`config.mk`:
```
export PLATFORM = sky130hd
export DESIGN_NAME = pwm_tbase
export DESIGN_NICKNAME = d
export VERILOG_FILES = /design/src/rtl/pwm_tbase_pkg.sv /design/src/rtl/pwm_tbase_presc.sv /design/src/rtl/pwm_tbase_postsc.sv /design/src/rtl/pwm_tbase_core.sv /design/src/rtl/pwm_tbase.sv
export SDC_FILE = /design/constraint.sdc
export NUM_CORES = 1
export LEC_CHECK = 0
export BUFFER_PORTS_ARGS = -buffer_cell sky130_fd_sc_hd__buf_2
export CELL_PAD_IN_SITES_DETAIL_PLACEMENT = 2
export CELL_PAD_IN_SITES_GLOBAL_PLACEMENT = 2
export CORE_UTILIZATION = 38
export CTS_BUF_LIST = sky130_fd_sc_hd__clkbuf_4 sky130_fd_sc_hd__clkbuf_8
export DETAILED_ROUTE_END_ITERATION = 8
export PLACE_DENSITY_LB_ADDON = 0.1
export SKIP_LAST_GASP = 1
export SYNTH_ARGS = -nofsm -noshare
export SYNTH_HDL_FRONTEND = slang
export SYNTH_SLANG_ARGS = --single-unit
```
`constraint.sdc`:
```
create_clock -name clk -period 7.1 [get_ports clk]
set_input_delay 1.42 -clock clk [delete_from_list [all_inputs] [get_ports clk]]
set_output_delay 1.42 -clock clk [all_outputs]
set_load 0.005 [all_outputs]
```
`src/rtl/pwm_tbase_pkg.sv`:
```
package pwm_tbase_pkg;

    localparam int TB_CNT_W  = 15;
    localparam int TB_POST_W = 4;
    localparam int TB_PRE_W  = 6;

    typedef enum logic [1:0] {
        MODE_FREE   = 2'b00,
        MODE_ONCE   = 2'b01,
        MODE_UPDN   = 2'b10,
        MODE_UPDN2X = 2'b11
    } tb_mode_e;

    typedef struct packed {
        logic                 en;
        tb_mode_e             mode;
        logic [1:0]           ckps;
        logic [TB_POST_W-1:0] post;
    } tb_ctl_t;

    // Terminal value of the prescale counter for each ratio code (ratio - 1).
    function automatic logic [TB_PRE_W-1:0] pre_last(input logic [1:0] code);
        logic [TB_PRE_W-1:0] one;
        one = '0;
        one[0] = 1'b1;
        return (one << (2 * code)) - one;
    endfunction

    function automatic logic is_updown(input tb_mode_e m);
        return m[1];
    endfunction

endpackage

```
`src/rtl/pwm_tbase_presc.sv`:
```
module pwm_tbase_presc
    import pwm_tbase_pkg::*;
#(
    parameter int PRE_W = TB_PRE_W
) (
    input  logic       clk,
    input  logic       rst,
    input  logic       clr,
    input  logic       en,
    input  logic [1:0] ckps,
    output logic       tick
);
    logic [PRE_W-1:0] pre_q;
    logic [PRE_W-1:0] last;

    assign last = PRE_W'(pre_last(ckps));
    assign tick = en && !clr && (pre_q == last);

    always_ff @(posedge clk) begin
        if (rst || clr || !en) begin
            pre_q <= '0;
        end else if (tick) begin
            pre_q <= '0;
        end else begin
            pre_q <= pre_q + PRE_W'(1);
        end
    end

    AST_PRE_RANGE: assert property (@(posedge clk) disable iff (rst)
        (en && !clr) |=> (pre_q <= $past(last) || $past(last) != last))
        else $error("prescale counter beyond ratio");

endmodule

```
`src/rtl/pwm_tbase_postsc.sv`:
```
module pwm_tbase_postsc
    import pwm_tbase_pkg::*;
#(
    parameter int POST_W = TB_POST_W
) (
    input  logic              clk,
    input  logic              rst,
    input  logic              clr,
    input  logic              evt,
    input  logic [POST_W-1:0] sel,
    output logic              fire
);
    logic [POST_W-1:0] ev_q;

    assign fire = evt && (ev_q == sel);

    always_ff @(posedge clk) begin
        if (rst || clr) begin
            ev_q <= '0;
        end else if (evt) begin
            ev_q <= fire ? '0 : ev_q + POST_W'(1);
        end
    end

    AST_POST_CLEAR: assert property (@(posedge clk) disable iff (rst)
        clr |=> (ev_q == '0))
        else $error("postscaler not cleared by write");

endmodule

```
`src/rtl/pwm_tbase_core.sv`:
```
module pwm_tbase_core
    import pwm_tbase_pkg::*;
#(
    parameter int CNT_W = TB_CNT_W
) (
    input  logic             clk,
    input  logic             rst,
    input  logic             en,
    input  tb_mode_e         mode,
    input  logic             tick,
    input  logic             cnt_wr,
    input  logic [CNT_W-1:0] cnt_wdata,
    input  logic             per_wr,
    input  logic [CNT_W-1:0] per_wdata,
    output logic [CNT_W-1:0] cnt,
    output logic             down,
    output logic [CNT_W-1:0] per_act,
    output logic             match_evt,
    output logic             zero_evt
);
    logic [CNT_W-1:0] shadow_q;
    logic [CNT_W-1:0] cnt_nxt;
    logic             down_nxt;
    logic             match_raw;
    logic             load_per;
    logic             at_top;

    assign at_top = (cnt >= per_act);

    always_comb begin
        cnt_nxt   = cnt + CNT_W'(1);
        down_nxt  = 1'b0;
        match_raw = 1'b0;
        if (!is_updown(mode)) begin
            if (at_top) begin
                cnt_nxt   = '0;
                match_raw = 1'b1;
            end
        end else if (down && cnt != '0) begin
            cnt_nxt  = cnt - CNT_W'(1);
            down_nxt = (cnt_nxt != '0);
        end else if (at_top && cnt != '0) begin
            cnt_nxt   = cnt - CNT_W'(1);
            down_nxt  = (cnt_nxt != '0);
            match_raw = 1'b1;
        end else if (at_top) begin
            cnt_nxt = '0;
        end
    end

    assign match_evt = tick && match_raw;
    assign zero_evt  = tick && (cnt == '0);
    assign load_per  = is_updown(mode) ? zero_evt : match_evt;

    always_ff @(posedge clk) begin
        if (rst) begin
            cnt      <= '0;
            down     <= 1'b0;
            shadow_q <= '0;
            per_act  <= '0;
        end else begin
            if (per_wr) begin
                shadow_q <= per_wdata;
            end
            if (!en || load_per) begin
                per_act <= shadow_q;
            end
            if (cnt_wr) begin
                cnt  <= cnt_wdata;
                down <= 1'b0;
            end else if (tick) begin
                cnt  <= cnt_nxt;
                down <= down_nxt;
            end else if (!is_updown(mode)) begin
                down <= 1'b0;
            end
        end
    end

    AST_CNT_LOAD: assert property (@(posedge clk) disable iff (rst)
        cnt_wr |=> (cnt == $past(cnt_wdata)))
        else $error("counter write not taken");

    AST_HOLD_OFF: assert property (@(posedge clk) disable iff (rst)
        (!en && !cnt_wr) |=> (cnt == $past(cnt)))
        else $error("counter moved while disabled");

    AST_SHADOW_OFF: assert property (@(posedge clk) disable iff (rst)
        !en |=> (per_act == $past(shadow_q)))
        else $error("active period not following shadow while disabled");

    AST_DIR_AT_ZERO: assert property (@(posedge clk) disable iff (rst)
        (cnt == '0) |-> !down)
        else $error("descending flag set at zero");

endmodule

```
`src/rtl/pwm_tbase.sv`:
```
module pwm_tbase
    import pwm_tbase_pkg::*;
#(
    parameter int CNT_W  = TB_CNT_W,
    parameter int POST_W = TB_POST_W,
    parameter int PRE_W  = TB_PRE_W
) (
    input  logic              clk,
    input  logic              rst,
    input  logic              ctl_wr,
    input  logic              ctl_en,
    input  logic [1:0]        ctl_mode,
    input  logic [1:0]        ctl_ckps,
    input  logic [POST_W-1:0] ctl_post,
    input  logic              cnt_wr,
    input  logic [CNT_W-1:0]  cnt_wdata,
    input  logic              per_wr,
    input  logic [CNT_W-1:0]  per_wdata,
    output logic [CNT_W-1:0]  count,
    output logic              count_down,
    output logic              at_zero,
    output logic              at_period,
    output logic              irq
);
    tb_ctl_t          ctl_q;
    logic             restart;
    logic             tick;
    logic             match_evt;
    logic             zero_evt;
    logic             post_fire;
    logic             irq_d;
    logic [CNT_W-1:0] per_act;

    assign restart = ctl_wr || cnt_wr;

    always_ff @(posedge clk) begin
        if (rst) begin
            ctl_q <= '{en: 1'b0, mode: MODE_FREE, ckps: 2'b00, post: '0};
        end else if (ctl_wr) begin
            ctl_q <= '{en: ctl_en, mode: tb_mode_e'(ctl_mode), ckps: ctl_ckps, post: ctl_post};
        end else if (match_evt && ctl_q.mode == MODE_ONCE) begin
            ctl_q.en <= 1'b0;
        end
    end

    pwm_tbase_presc #(.PRE_W(PRE_W)) presc_i (
        .clk  (clk),
        .rst  (rst),
        .clr  (restart),
        .en   (ctl_q.en),
        .ckps (ctl_q.ckps),
        .tick (tick)
    );

    pwm_tbase_core #(.CNT_W(CNT_W)) core_i (
        .clk       (clk),
        .rst       (rst),
        .en        (ctl_q.en),
        .mode      (ctl_q.mode),
        .tick      (tick),
        .cnt_wr    (cnt_wr),
        .cnt_wdata (cnt_wdata),
        .per_wr    (per_wr),
        .per_wdata (per_wdata),
        .cnt       (count),
        .down      (count_down),
        .per_act   (per_act),
        .match_evt (match_evt),
        .zero_evt  (zero_evt)
    );

    pwm_tbase_postsc #(.POST_W(POST_W)) postsc_i (
        .clk  (clk),
        .rst  (rst),
        .clr  (restart),
        .evt  (match_evt),
        .sel  (ctl_q.post),
        .fire (post_fire)
    );

    assign irq_d = (ctl_q.mode == MODE_UPDN2X) ? (match_evt || zero_evt) : post_fire;

    always_ff @(posedge clk) begin
        if (rst) begin
            irq <= 1'b0;
        end else begin
            irq <= irq_d;
        end
    end

    assign at_zero   = (count == '0);
    assign at_period = (count == per_act);

    AST_ONESHOT_STOP: assert property (@(posedge clk) disable iff (rst)
        (match_evt && ctl_q.mode == MODE_ONCE && !ctl_wr) |=> !ctl_q.en)
        else $error("single-shot did not stop");

    AST_IRQ_SOURCE: assert property (@(posedge clk) disable iff (rst)
        irq |-> $past(match_evt || zero_evt))
        else $error("interrupt without a counter event");

    AST_CTL_KEEPS_CNT: assert property (@(posedge clk) disable iff (rst)
        (ctl_wr && !cnt_wr) |=> (count == $past(count)))
        else $error("control write disturbed the counter");

    AST_DBL_IGNORES_POST: assert property (@(posedge clk) disable iff (rst)
        (ctl_q.mode == MODE_UPDN2X && match_evt) |=> irq)
        else $error("double-update match without interrupt");

endmodule

```
==> key figures <==
Outcome
  – Status: complete, no violations

STA
  – Clock skew: about 0.014 ns
  – Slew HR: 0.2572
  – Setup TNS Final: 0 ns
  – Highest Clock Rate: 0.2387 GHz
  – Hold Fails Final Rpt: 0
  – Crit path time final: 4.189 ns
  – Final setup vio count: 0
  – Worst hold slack: 0.5083 ns
  – Slew Viols, Final: 0
  – Worst-Margin Slew: 1.107 ns
  – RSZ-0062 raised after global routing: no
  – Period utilisation layout: 0.5900

Clock tree
  – Hold_buf cts: 0
  – Post-CTS setup buffer count: 0
  – Clk slew on worst S/H paths: 0.08 ns
  – Post_cts resized: 0
  – H-tree depth: 3
  – Clock Sinks: 66
  – CTS tree: done
  – Clk_lat worst skew: between 0.3 and 0.4 ns
  – CTS max path bufs: 2
  – Clock root buffer master: clkbuf_8
  – CTS Buf Count: 9

Setup path
  – Crit-path cells: buf_2 -> or3b_2 -> a221oi_1 -> o21a_1 -> nand2_1 -> a22o_1 -> mux2i_1 -> nor2_1
  – Crit path arrival time: 4.39 ns
  – CP endpoint kind: register
  – FF-to-FF setup slack: 3.58 ns
  – Setup crit start kind: input port
  – CP Buf/Inv Count: 1
  – Req. time, crit path: between 7 and 8 ns
  – Cell with the largest stage delay on the worst path: o21a_1
  – Reg-to-Reg End: core_i.per_act[12]
  – Reg2Reg Launch Point: core_i.cnt[0]
  – Largest stage delay, worst path: 0.74 ns
  – WS Path Type: input port to register
  – R2R depth: 10
  – Worst Path Max Fanout: 34
  – Crit-path leading delay family: compound AO/OA/AOI/OAI gates

Route
  – DR WL/cell: 19.00 µm
  – Post-Route WL: 12180 µm
  – Iter 0 DRT Violations: 103
  – # DRC: 0
  – Drt pass-1 iters: 4
  – Antenna-violating nets left: 0
  – DR vias: 3604
  – Avg Vias per Cell: 5.622

Min path
  – Hold path startpoint: core_i.per_act[6]
  – WHS Path Cells: 2
  – Min-delay worst type: register to register
  – Hold Crit Endpoint: core_i.per_act[6]

Flow run
  – Max-Cap Viols: 0

Floorplan
  – IO Pins: 63
  – Initial Util: 0.3965
  – Die area: 10750 µm²
  – DIE HEIGHT: 103.7 µm
  – Rows: 36
  – Die width: roughly 100 µm
  – Core box area: 9910 µm²

Yosys
  – Synthesized area: 3929 µm²
  – Yosys reg bits: 66
  – Area leader, netlist: dfxtp_1
  – Synth unique cells: 57
  – Mean Syn Cell Area: 8.541 µm²
  – Post-synthesis cell count: 460
  – Warnings from Yosys: 0
  – Synth top area cells: dfxtp_1, mux2i_1, nor2_1
  – Synth top area share: 0.3363
  – Number of flops mapped to enable cells by yosys: 0
  – Synth Flop Type: dfxtp_1
  – Ys async rst share: 0
  – Share of the yosys chip area belonging to registers: 0.3363
  – Post-Syn Nets: 524

GRT
  – Grt total ovfl: 0
  – Initial antenna violation count: 0
  – Global-route wire length before repair: 20080 µm
  – Largest net degree at the start of global routing: a little over 60
  – Gr usage total: 0.2350
  – Vias in the first global route: 3876

Pwr
  – Power density cells: 211.1 nW/µm²
  – Pleak: around 1.9 nW
  – Peak VDD IR: 0.07800 mV

Layout
  – Fraction of layout cells with a size suffix above 1: 0.1909
  – Multi-input logic area: ~2300 µm²
  – Sequential cell area: 1321 µm²
  – Fill cells: 1143
  – Final Core Density: 0.4504
  – Nets: 567
  – Most frequent cells in the layout: nor2_1, dfxtp_1, buf_2, mux2i_1, nand2_1
  – Antenna diodes: 0
  – P&R area growth vs syn: 13.60%
  – Most common cell after layout, fill and taps aside: nor2_1

Placed design
  – # port buffers: 62
  – Post-DP HPWL: 8702 µm
  – Routability congestion estimate: 0.7714
[worst reg2reg max path: cells and delay by family (launching register included)]
kind	cells	cell delay, ns
multiplexers	1	0.33
AND/OR/NAND/NOR	2	0.24
flip-flops	1	0.53
buffers and inverters	2	0.41
AO/OA/AOI/OAI	4	1.52
adder cells (fa/ha/maj)	1	0.35
[how the worst max path moves through the flow]
stage	startpoint	endpoint	slack, ns	cells after the start
6_report	cnt_wr	core_i.per_act[12]	2.91	8
5_1_grt	cnt_wr	core_i.per_act[12]	2.72	8
4_1_cts	cnt_wr	core_i.per_act[12]	2.91	8
3_5_place_dp	cnt_wr	core_i.per_act[7]	2.59	8
3_3_place_gp	cnt_wr	core_i.per_act[4]	2.74	8
2_1_floorplan	ctl_wr	ctl_q[8]	3.89	8
[cell type report]
class,count,share of cell area
Multi-Input combinational cell,336,0.5257
Clock inverter,6,0.01458
Inverter,25,0.02103
Timing Repair Buffer,65,0.07457
Tap cell,133,0.03729
Clock buffer,10,0.03084
Sequential cell,66,0.2960
[cell families after synthesis]
group | synth area share
and+or+nand+nor | 0.2147
AOI/OAI and AO/OA | 0.1446
DFF | 0.3363
buffers and inverters | 0.06656
muxes | 0.1096
xor gates and xnor gates | 0.06465
adders and majority gates | 0.06369
[synth_stat cells (2+ instances only)]
cell type and count:
nor2_1 71, dfxtp_1 66, mux2i_1 43, nand2_1 28, inv_1 25, a21oi_1 20
clkbuf_1 20, ha_1 20, nand3_1 16, xor2_1 15, xnor2_1 14, a221oi_1 13
nor3_1 12, nand4_1 8, a211oi_1 6, o21ai_0 6, buf_1 5, nor2b_1 5
buf_2 4, a22oi_1 3, buf_6 3, nand3b_1 3, nand4b_1 3, nor4_1 3
o31ai_1 3, or3b_2 3, a21o_1 2, a221o_1 2, a22o_1 2, a31o_2 2
a31oi_1 2, and3_1 2, and4_1 2, nor4_4 2, o211ai_1 2, o311ai_0 2
or3_1 2
[stage by stage]
step	area [µm²]	total power, mW	setup WS [ns]	instances
after CTS	4463	0.9525	2.905	641
after global placement	4260	0.6002	2.745	625
after detailed placement	4260	0.6137	2.594	625
after floorplan	3929	0.5534	3.893	460
final	4463	0.9424	2.911	641
after global routing	4463	0.9886	2.723	641
[where the power goes]
group	internal [mW]	switching (mW)	leakage [nW]
logic	0.0784	0.113	1.26
clock network	0.172	0.164	0.103
registers	0.387	0.0267	0.540
[metal layers]
layer | up-vias | share of wire | track usage
met5 | - | 0 | 0
met4 | 0 | 0.018 | 0.07959
met3 | 20 | 0.033 | 0.04468
met2 | 66 | 0.50 | 0.4180
met1 | 1805 | 0.45 | 0.2825
li1 | 1713 | - | -
[state kept, by name (all words and copies together), names as in the netlist]
| name | cells |
|---|---|
| core_i.down | 1 |
| core_i.cnt | 15 |
| irq | 1 |
| postsc_i.ev_q | 4 |
| ctl_q | 9 |
| presc_i.pre_q | 6 |
| core_i.shadow_q | 15 |
| core_i.per_act | 15 |
Note: power is estimated with default switching activity, not from simulation.
